<file path="src/rtl/seg_pkg.sv">
`timescale 1ns/1ps
package seg_pkg;
  localparam int unsigned SEG_ADDR_W  = 32;
  localparam int unsigned SEG_LIMIT_W = 20;
  localparam int unsigned SEG_SCALE_SH = 12;
  localparam int unsigned SEG_SEL_W   = 16;
  localparam int unsigned SEG_RING_W  = 2;
endpackage

</file>
<file path="src/rtl/seg_limit_chk.sv">
`timescale 1ns/1ps
module seg_limit_chk #(
  parameter int unsigned ADDR_W   = seg_pkg::SEG_ADDR_W,
  parameter int unsigned LIMIT_W  = seg_pkg::SEG_LIMIT_W,
  parameter int unsigned SCALE_SH = seg_pkg::SEG_SCALE_SH
) (
  input  logic [ADDR_W-1:0]  off,
  input  logic [LIMIT_W-1:0] limit,
  input  logic               gran,
  output logic               over
);
  localparam int unsigned BND_W = LIMIT_W + SCALE_SH;
  localparam int unsigned CMP_W = (ADDR_W > BND_W) ? ADDR_W : BND_W;

  logic [BND_W-1:0] scaled;
  logic [CMP_W-1:0] bound;
  logic [CMP_W-1:0] off_x;

  always_comb begin
    scaled = {limit, {SCALE_SH{1'b0}}};
    off_x  = CMP_W'(off);
    bound  = gran ? CMP_W'(scaled) : CMP_W'(limit);
    over   = !(off_x < bound);
  end
endmodule

</file>
<file path="src/rtl/seg_priv_chk.sv">
`timescale 1ns/1ps
module seg_priv_chk #(
  parameter int unsigned RING_W = seg_pkg::SEG_RING_W
) (
  input  logic [RING_W-1:0] caller_ring,
  input  logic [RING_W-1:0] need_ring,
  output logic              deny
);
  assign deny = caller_ring > need_ring;
endmodule

</file>
<file path="src/rtl/seg_out_reg.sv">
`timescale 1ns/1ps
module seg_out_reg #(
  parameter int unsigned ADDR_W = seg_pkg::SEG_ADDR_W,
  parameter int unsigned RING_W = seg_pkg::SEG_RING_W
) (
  input  logic              clk,
  input  logic              rst_n,
  input  logic              take,
  input  logic              out_ready,
  input  logic [ADDR_W-1:0] nxt_addr,
  input  logic              nxt_flt,
  input  logic [RING_W-1:0] nxt_ring,
  output logic              out_valid,
  output logic [ADDR_W-1:0] out_addr,
  output logic              out_flt,
  output logic [RING_W-1:0] out_ring
);
  always_ff @(posedge clk or negedge rst_n) begin
    if (!rst_n) begin
      out_valid <= 1'b0;
      out_addr  <= '0;
      out_flt   <= 1'b0;
      out_ring  <= '0;
    end else if (take) begin
      out_valid <= 1'b1;
      out_addr  <= nxt_addr;
      out_flt   <= nxt_flt;
      out_ring  <= nxt_ring;
    end else if (out_ready) begin
      out_valid <= 1'b0;
      out_flt   <= 1'b0;
    end
  end

  // a stalled beat stays frozen
  a_r7_stall_hold: assert property (@(posedge clk) disable iff (!rst_n)
    (out_valid && !out_ready) |=> (out_valid && $stable(out_addr) && $stable(out_flt) && $stable(out_ring)));

  // fault flag only rides on a valid beat
  a_r9_flt_with_valid: assert property (@(posedge clk) disable iff (!rst_n)
    out_flt |-> out_valid);
endmodule

</file>
<file path="src/rtl/seg_xlate.sv">
`timescale 1ns/1ps
module seg_xlate #(
  parameter int unsigned ADDR_W   = seg_pkg::SEG_ADDR_W,
  parameter int unsigned LIMIT_W  = seg_pkg::SEG_LIMIT_W,
  parameter int unsigned SCALE_SH = seg_pkg::SEG_SCALE_SH,
  parameter int unsigned SEL_W    = seg_pkg::SEG_SEL_W,
  parameter int unsigned RING_W   = seg_pkg::SEG_RING_W
) (
  input  logic               clk,
  input  logic               rst_n,
  input  logic               in_valid,
  output logic               in_ready,
  input  logic [ADDR_W-1:0]  in_off,
  input  logic [ADDR_W-1:0]  in_base,
  input  logic [LIMIT_W-1:0] in_limit,
  input  logic               in_gran,
  input  logic [SEL_W-1:0]   in_sel,
  input  logic [RING_W-1:0]  in_dpl,
  output logic               out_valid,
  input  logic               out_ready,
  output logic [ADDR_W-1:0]  lin_addr,
  output logic               flt,
  output logic [RING_W-1:0]  cpl
);
  logic              take;
  logic              lim_over;
  logic              priv_deny;
  logic              any_flt;
  logic [ADDR_W-1:0] sum;
  logic [ADDR_W-1:0] nxt_addr;
  logic [RING_W-1:0] ring;
  logic              unused_sel_hi;

  assign ring          = in_sel[RING_W-1:0];
  assign unused_sel_hi = ^in_sel[SEL_W-1:RING_W];

  seg_limit_chk #(.ADDR_W(ADDR_W), .LIMIT_W(LIMIT_W), .SCALE_SH(SCALE_SH)) u_lim (
    .off(in_off), .limit(in_limit), .gran(in_gran), .over(lim_over)
  );

  seg_priv_chk #(.RING_W(RING_W)) u_priv (
    .caller_ring(ring), .need_ring(in_dpl), .deny(priv_deny)
  );

  always_comb begin
    in_ready = !out_valid || out_ready;
    take     = in_valid && in_ready;
    sum      = in_base + in_off;
    any_flt  = lim_over || priv_deny;
    nxt_addr = any_flt ? '0 : sum;
  end

  seg_out_reg #(.ADDR_W(ADDR_W), .RING_W(RING_W)) u_out (
    .clk(clk), .rst_n(rst_n), .take(take), .out_ready(out_ready),
    .nxt_addr(nxt_addr), .nxt_flt(any_flt), .nxt_ring(ring),
    .out_valid(out_valid), .out_addr(lin_addr), .out_flt(flt), .out_ring(cpl)
  );

  // legal beat yields base plus offset one cycle later
  a_r1_sum: assert property (@(posedge clk) disable iff (!rst_n)
    (take && !lim_over && !priv_deny) |=> (out_valid && !flt && lin_addr == $past(in_base + in_off)));

  // ring of the caller follows the accepted beat
  a_r4_ring: assert property (@(posedge clk) disable iff (!rst_n)
    take |=> (cpl == $past(in_sel[RING_W-1:0])));

  // a less privileged caller is always rejected
  a_r5_priv: assert property (@(posedge clk) disable iff (!rst_n)
    (take && (in_sel[RING_W-1:0] > in_dpl)) |=> flt);

  // a faulting beat carries no address
  a_r6_zero_addr: assert property (@(posedge clk) disable iff (!rst_n)
    flt |-> (lin_addr == '0));
endmodule

</file>
<file path="config.mk">
export PLATFORM = sky130hd
export DESIGN_NAME = seg_xlate
export DESIGN_NICKNAME = d
export VERILOG_FILES = /design/src/rtl/seg_pkg.sv /design/src/rtl/seg_limit_chk.sv /design/src/rtl/seg_priv_chk.sv /design/src/rtl/seg_out_reg.sv /design/src/rtl/seg_xlate.sv
export SDC_FILE = /design/constraint.sdc
export NUM_CORES = 1
export LEC_CHECK = 0
export CAP_MARGIN = 25
export CORE_MARGIN = 2
export CORE_UTILIZATION = 46
export CTS_CLUSTER_SIZE = 16
export DETAILED_ROUTE_END_ITERATION = 8
export PLACE_DENSITY_LB_ADDON = 0.08
export SLEW_MARGIN = 20
export SYNTH_ARGS = -nofsm -noshare
export SYNTH_HDL_FRONTEND = slang
export SYNTH_SLANG_ARGS = --single-unit
</file>
<file path="constraint.sdc">
create_clock -name clk -period 2.35 [get_ports clk]
set_input_delay 0.235 -clock clk [delete_from_list [all_inputs] [get_ports clk]]
set_output_delay 0.235 -clock clk [all_outputs]
set_load 0.02 [all_outputs]
</file>
== Word-level counts from Yosys, hierarchy flattened ==
Index checks and enable logic that the tools add are counted.

* Add/sub/neg operators: 1
* $lt $le $gt $ge: 2
* Muxes and demuxes: 5
* Reduce and logical (&&, ||, !) cells: 6

{| class="wikitable"
|+ Operator list
! kind !! number
|-
| $mux W32 || 2
|-
| $add A32 B32 Y32 || 1
|-
| $lt A32 B32 Y1 || 1
|-
| $mux W1 || 3
|-
| $gt A2 B2 Y1 || 1
|-
| $logic_not A1 Y1 || 2
|-
| $logic_or A1 B1 Y1 || 2
|-
| $reduce_bool A2 Y1 || 1
|-
| $logic_and A1 B1 Y1 || 1
|}

* Register bits: 36
* Bits of input ports: 107
* Output and inout bits: 37
* Word-level logic and storage cells: 18

== Longest topological paths before layout ==
* Depth after elaboration: 5
* Depth in mapped cells: 11
* Depth with buffers taken out: 9

== Modules after synthesis ==
Synthesis repeated with hierarchy kept, for this count alone.

* Cells, all modules: 500
* Area total of the unflattened synthesis: 4425.5 sq um

{| class="wikitable"
|+ Modules (own cells, without submodules)
! module !! times used !! cells each !! area each (sq um) !! sequential area each (sq um)
|-
| seg_xlate || 1 || 304 || 2031.9 || 0.0
|-
| seg_out_reg || 1 || 78 || 1475.2 || 900.9
|-
| seg_limit_chk || 1 || 112 || 870.8 || 0.0
|-
| seg_priv_chk || 1 || 6 || 47.5 || 0.0
|}

== Worst setup path before layout ==
No wires, ideal clock.

* Path type: input -> register
* Start: input in_gran
* End: register u_out.out_addr[31]
* Library setup time: 0.069 ns
* Arrival time: 2.588 ns
* Required time: 2.281 ns
* Slack: -0.307 ns
* Stages on the path: 11
* Buffers on the path: 2
* Path through: buf_1 > mux2i_1 > ha_1 > a21oi_1 > o21ai_0 > a221oi_1 > and3_1 > a21oi_1 > buf_4 > or4b_1 > nand3_1

* Word-level cells in the longest chain between the ends: 5

{| class="wikitable"
|+ Ends and longest elaborated chain
! element !! RTL line !! text
|-
| start: declaration || seg_xlate.sv:16 || <nowiki>input logic in_gran,</nowiki>
|-
| $mux W32 || seg_limit_chk.sv:22 || <nowiki>bound = gran ? CMP_W'(scaled) : CMP_W'(limit);</nowiki>
|-
| $lt A32 B32 Y1 || seg_limit_chk.sv:23 || <nowiki>over = !(off_x < bound);</nowiki>
|-
| $logic_not A1 Y1 || seg_limit_chk.sv:23 ||
|-
| $logic_or A1 B1 Y1 || seg_xlate.sv:49 || <nowiki>any_flt = lim_over || priv_deny;</nowiki>
|-
| $mux W32 || seg_xlate.sv:50 || <nowiki>nxt_addr = any_flt ? '0 : sum;</nowiki>
|-
| end signal: assignment || seg_out_reg.sv:26 || <nowiki>out_addr <= nxt_addr;</nowiki>
|-
| end: declaration || seg_out_reg.sv:14 || <nowiki>output logic [ADDR_W-1:0] out_addr,</nowiki>
|}

Every way passes these cells.
A chain may end at the register's enable or synchronous reset.

== Worst setup path after layout ==
* Start: input in_off[8]
* End: register u_out.out_addr[30]

* Word-level cells in the longest chain between the ends: 4
* Elaborated cells on any way between the ends: 5
* Those cells by class: add/sub: 1; order compare: 1; mux: 1; reduce/logical: 2

{| class="wikitable"
|+ Ends and longest elaborated chain
! element !! RTL line !! text
|-
| start: declaration || seg_xlate.sv:13 || <nowiki>input logic [ADDR_W-1:0] in_off,</nowiki>
|-
| $lt A32 B32 Y1 || seg_limit_chk.sv:23 ||
|-
| $logic_not A1 Y1 || seg_limit_chk.sv:23 ||
|-
| $logic_or A1 B1 Y1 || seg_xlate.sv:49 ||
|-
| $mux W32 * || seg_xlate.sv:50 ||
|}

Every way passes the cells marked *; elsewhere a longest branch is shown, timed or not.

==> impl_metrics.ini <==
[run_status]
outcome = finished with violations
violations = setup timing

[cts]
numClockSinks = 36
clock_latency_ps = 300
cts_buffers = 5
ctsRootBufferMaster = clkbuf_8
clkTransAtPathRegs_ps = 90
htree_levels = 2
cts_buffer_depth = 2
ctsHoldBuffers = 0
cts_tree = done

[floorplan]
dieWidth_um = 96.49
die-area_um2 = 9310
chipHeight_um = 96.49
ios = 144
start_util_pct = 47.65
rows = 33
placeableCoreArea_um2 = 8258

[finish]
final_core_util_pct = 84.44
areaGrowthSynthToFinish_pct = 77.20
num_antenna_cells = 0
fillers = 498
layout_commonest_cell = buf_4
nets = 888
layout-drive-gt1-share_pct = 31.52
final_cell_mix = buf_4, clkdlybuf4s50_1, nand2_1

[min_path]
hp-class = in -> reg
min-delay-start = in_base[0]
min_delay_path_depth = 3
whs_endpoint = u_out.out_addr[0]

[setup_path]
rrSetupSlack_ps = 310
worstSetupPathType = in -> reg
startpoint = in_off[8]
cpPeakStageDelay_ps = 370
worst_path_max_delay_cell = o32ai_4
endpoint_kind = flop
crit_fanout = 5
crit_path_start_kind = input port
crit_arrival_ps = 2570
rr_endpoint = u_out.out_addr[31]
crit_chain = dlygate4sd2_1 > ha_4 > nand2_1 > o32ai_4 > a2111oi_4 > o31ai_4 > a21boi_2 > or3_1 > a32o_2
critPathRequiredTime_ps = 2530
reg2reg_from = u_out.out_valid
rr_worst_depth = 7

[grt]
grt_pass1_wl_um = 23380
grt-ovfl-total = 0
grt_pass1_vias = 4795
global_route.usage.total_pct = 32.73
grt_max_degree = 37
antenna_found_initial = 0

[yosys]
synth_area_um2 = 3935
synth-main-ff-cell = dfrtp_1
syn-num-nets = 630
async_reset_ff_share_pct = 100.0
yosysWarnings = 0
synth_area_per_cell_um2 = 8.592
synth_enable_flop_cells = 0
yosysTopAreaCellShare_pct = 22.89
post_synth_num_cell_types = 60
synth-seq-area-share_pct = 22.89
ys_top_cells_by_area = dfrtp_1, ha_1, nand2_1
synthCells = 458
yosysTopAreaCell = dfrtp_1
synth_seq_cells = 36

[sta]
clock-skew-final_ps = 8.441
final_hold_viol_count = 0
setup_viol = 3
drv_slew = 0
fin_ws_ps = -31.84
slew_headroom_pct = 68.40
worst_pin_slew_ps = 473.9
fin_crit_sh_pct = 101.4
max_clock_freq_mhz = 419.8
period_needed_ps = 2382

[power]
p_per_area_nw_per_um2 = 471.1
power_uw = 3285
p_leak_uw = 0.003424
ir_worst_vdd_mv = 0.2156

[detailed_routing]
antenna_left = 0
wl_per_cell_um = 20.32
drt_first_pass_iters = 5
wl_um = 16710
vias = 4980
vias_per_cell = 6.058
drc = 0
drtIter0Drc = 447

[place]
gp_congestion = 0.9495
hpwlAfterDp_um = 11410
io_buffer_count = 129

[flow_run]
maxCapViolations = 0
-- per-layer routing --
| layer | routed length [um] | global-route usage (%) | vias to the layer above |
|---|---|---|---|
| li1 | - | - | 2222 |
| met4 | 687 | 11.15 | 0 |
| met2 | 7743 | 54.22 | 329 |
| met3 | 1485 | 4.655 | 82 |
| met1 | 6791 | 43.72 | 2347 |
| met5 | 0 | 0 | - |
-- flip-flops by register name, indices dropped and copies added, names as in the netlist --
| register | count |
|---|---|
| u_out.out_addr | 32 |
| u_out.out_flt | 1 |
| u_out.out_ring | 2 |
| u_out.out_valid | 1 |
-- power breakdown --
part / leakage, uW / internal (uW) / switching, uW / total, uW
clock network: 0.0000541 / 314 / 257 / 571
registers: 0.000472 / 739 / 70.4 / 810
logic: 0.00290 / 966 / 938 / 1900
-- critical path, delay by kind of cell --
kind / cells / cell delay, ps
AO/OA/AOI/OAI: 5 / 1220
AND/OR/NAND/NOR: 2 / 420
adder cells (fa/ha/maj): 1 / 360
buffers and inverters: 1 / 320
-- cell type report --
class                           count  area [um2]  area share [%]
Clock buffer                        5       68.82          0.9869
Clock inverter                      3       42.54          0.6101
Inverter                            8       30.03          0.4306
Multi-Input combinational cell    403        3418           49.02
Sequential cell                    36       900.9           12.92
Tap cell                          105       131.4           1.884
Timing Repair Buffer              262        2381           34.15
-- cell usage after synthesis (all sizes together), types with 2 or more instances --
master,count
a2111oi,3
a211oi,4
a21o,23
a21oi,47
a221o,3
a221oi,3
a22o,5
a2bb2oi,3
a31oi,4
and2,3
and3,11
and4,4
buf,3
clkbuf,8
dfrtp,36
ha,64
inv,8
mux2i,8
nand2,67
nand2b,15
nand3,6
nand4,6
nor2,12
nor3,6
o211ai,3
o21a,4
o21ai,48
o21bai,4
o31a,2
o31ai,2
xnor2,10
xor2,17
-- how the worst max path moves through the flow --
stage	endpoint	depth (start not counted)
after floorplan	u_out.out_addr[30]	9
after global placement	u_out.out_addr[30]	10
after detailed placement	u_out.out_addr[31]	11
after CTS	u_out.out_addr[31]	10
after global routing	u_out.out_addr[19]	11
final	u_out.out_addr[30]	9
-- metrics by stage --
stage	instance area (um2)	cells	setup WS, ps	hold WS [ps]	TNS (ps)
final	6973	822	-31.84	281.9	-45.01
after global routing	6973	822	-106.8	276.6	-368.3
after CTS	6658	815	-36.44	338.8	-78.61
after detailed placement	6213	798	-679.6	470.1	-18240
after global placement	6213	798	-608.5	462.5	-16680
after floorplan	3973	458	28.16	-60.59	0
-- repair_timing --
| action | in CTS | in global routing |
|---|---|---|
| hold endpoints to repair | 0 | 0 |
| pin swaps | 25 | 40 |
| endpoints found under the setup margin | 33 | 33 |
| gates resized for setup | 85 | 86 |
| gates cloned | 1 | 1 |
| setup buffers | 8 | 7 |
-- kinds of logic (layout without fill, tap and decap cells) --
| kind of cell | count (synthesis) | after routing | synth area share [%] |
|---|---|---|---|
| buf+inv | 19 | 278 | 2.257 |
| simple gates | 139 | 139 | 17.62 |
| flops | 36 | 36 | 22.89 |
| xor+xnor | 27 | 27 | 6.009 |
| mux | 9 | 9 | 2.321 |
| compound gates | 163 | 163 | 28.05 |
| fa+ha+maj | 65 | 65 | 20.86 |
Note: power is estimated with default switching activity, not from simulation.
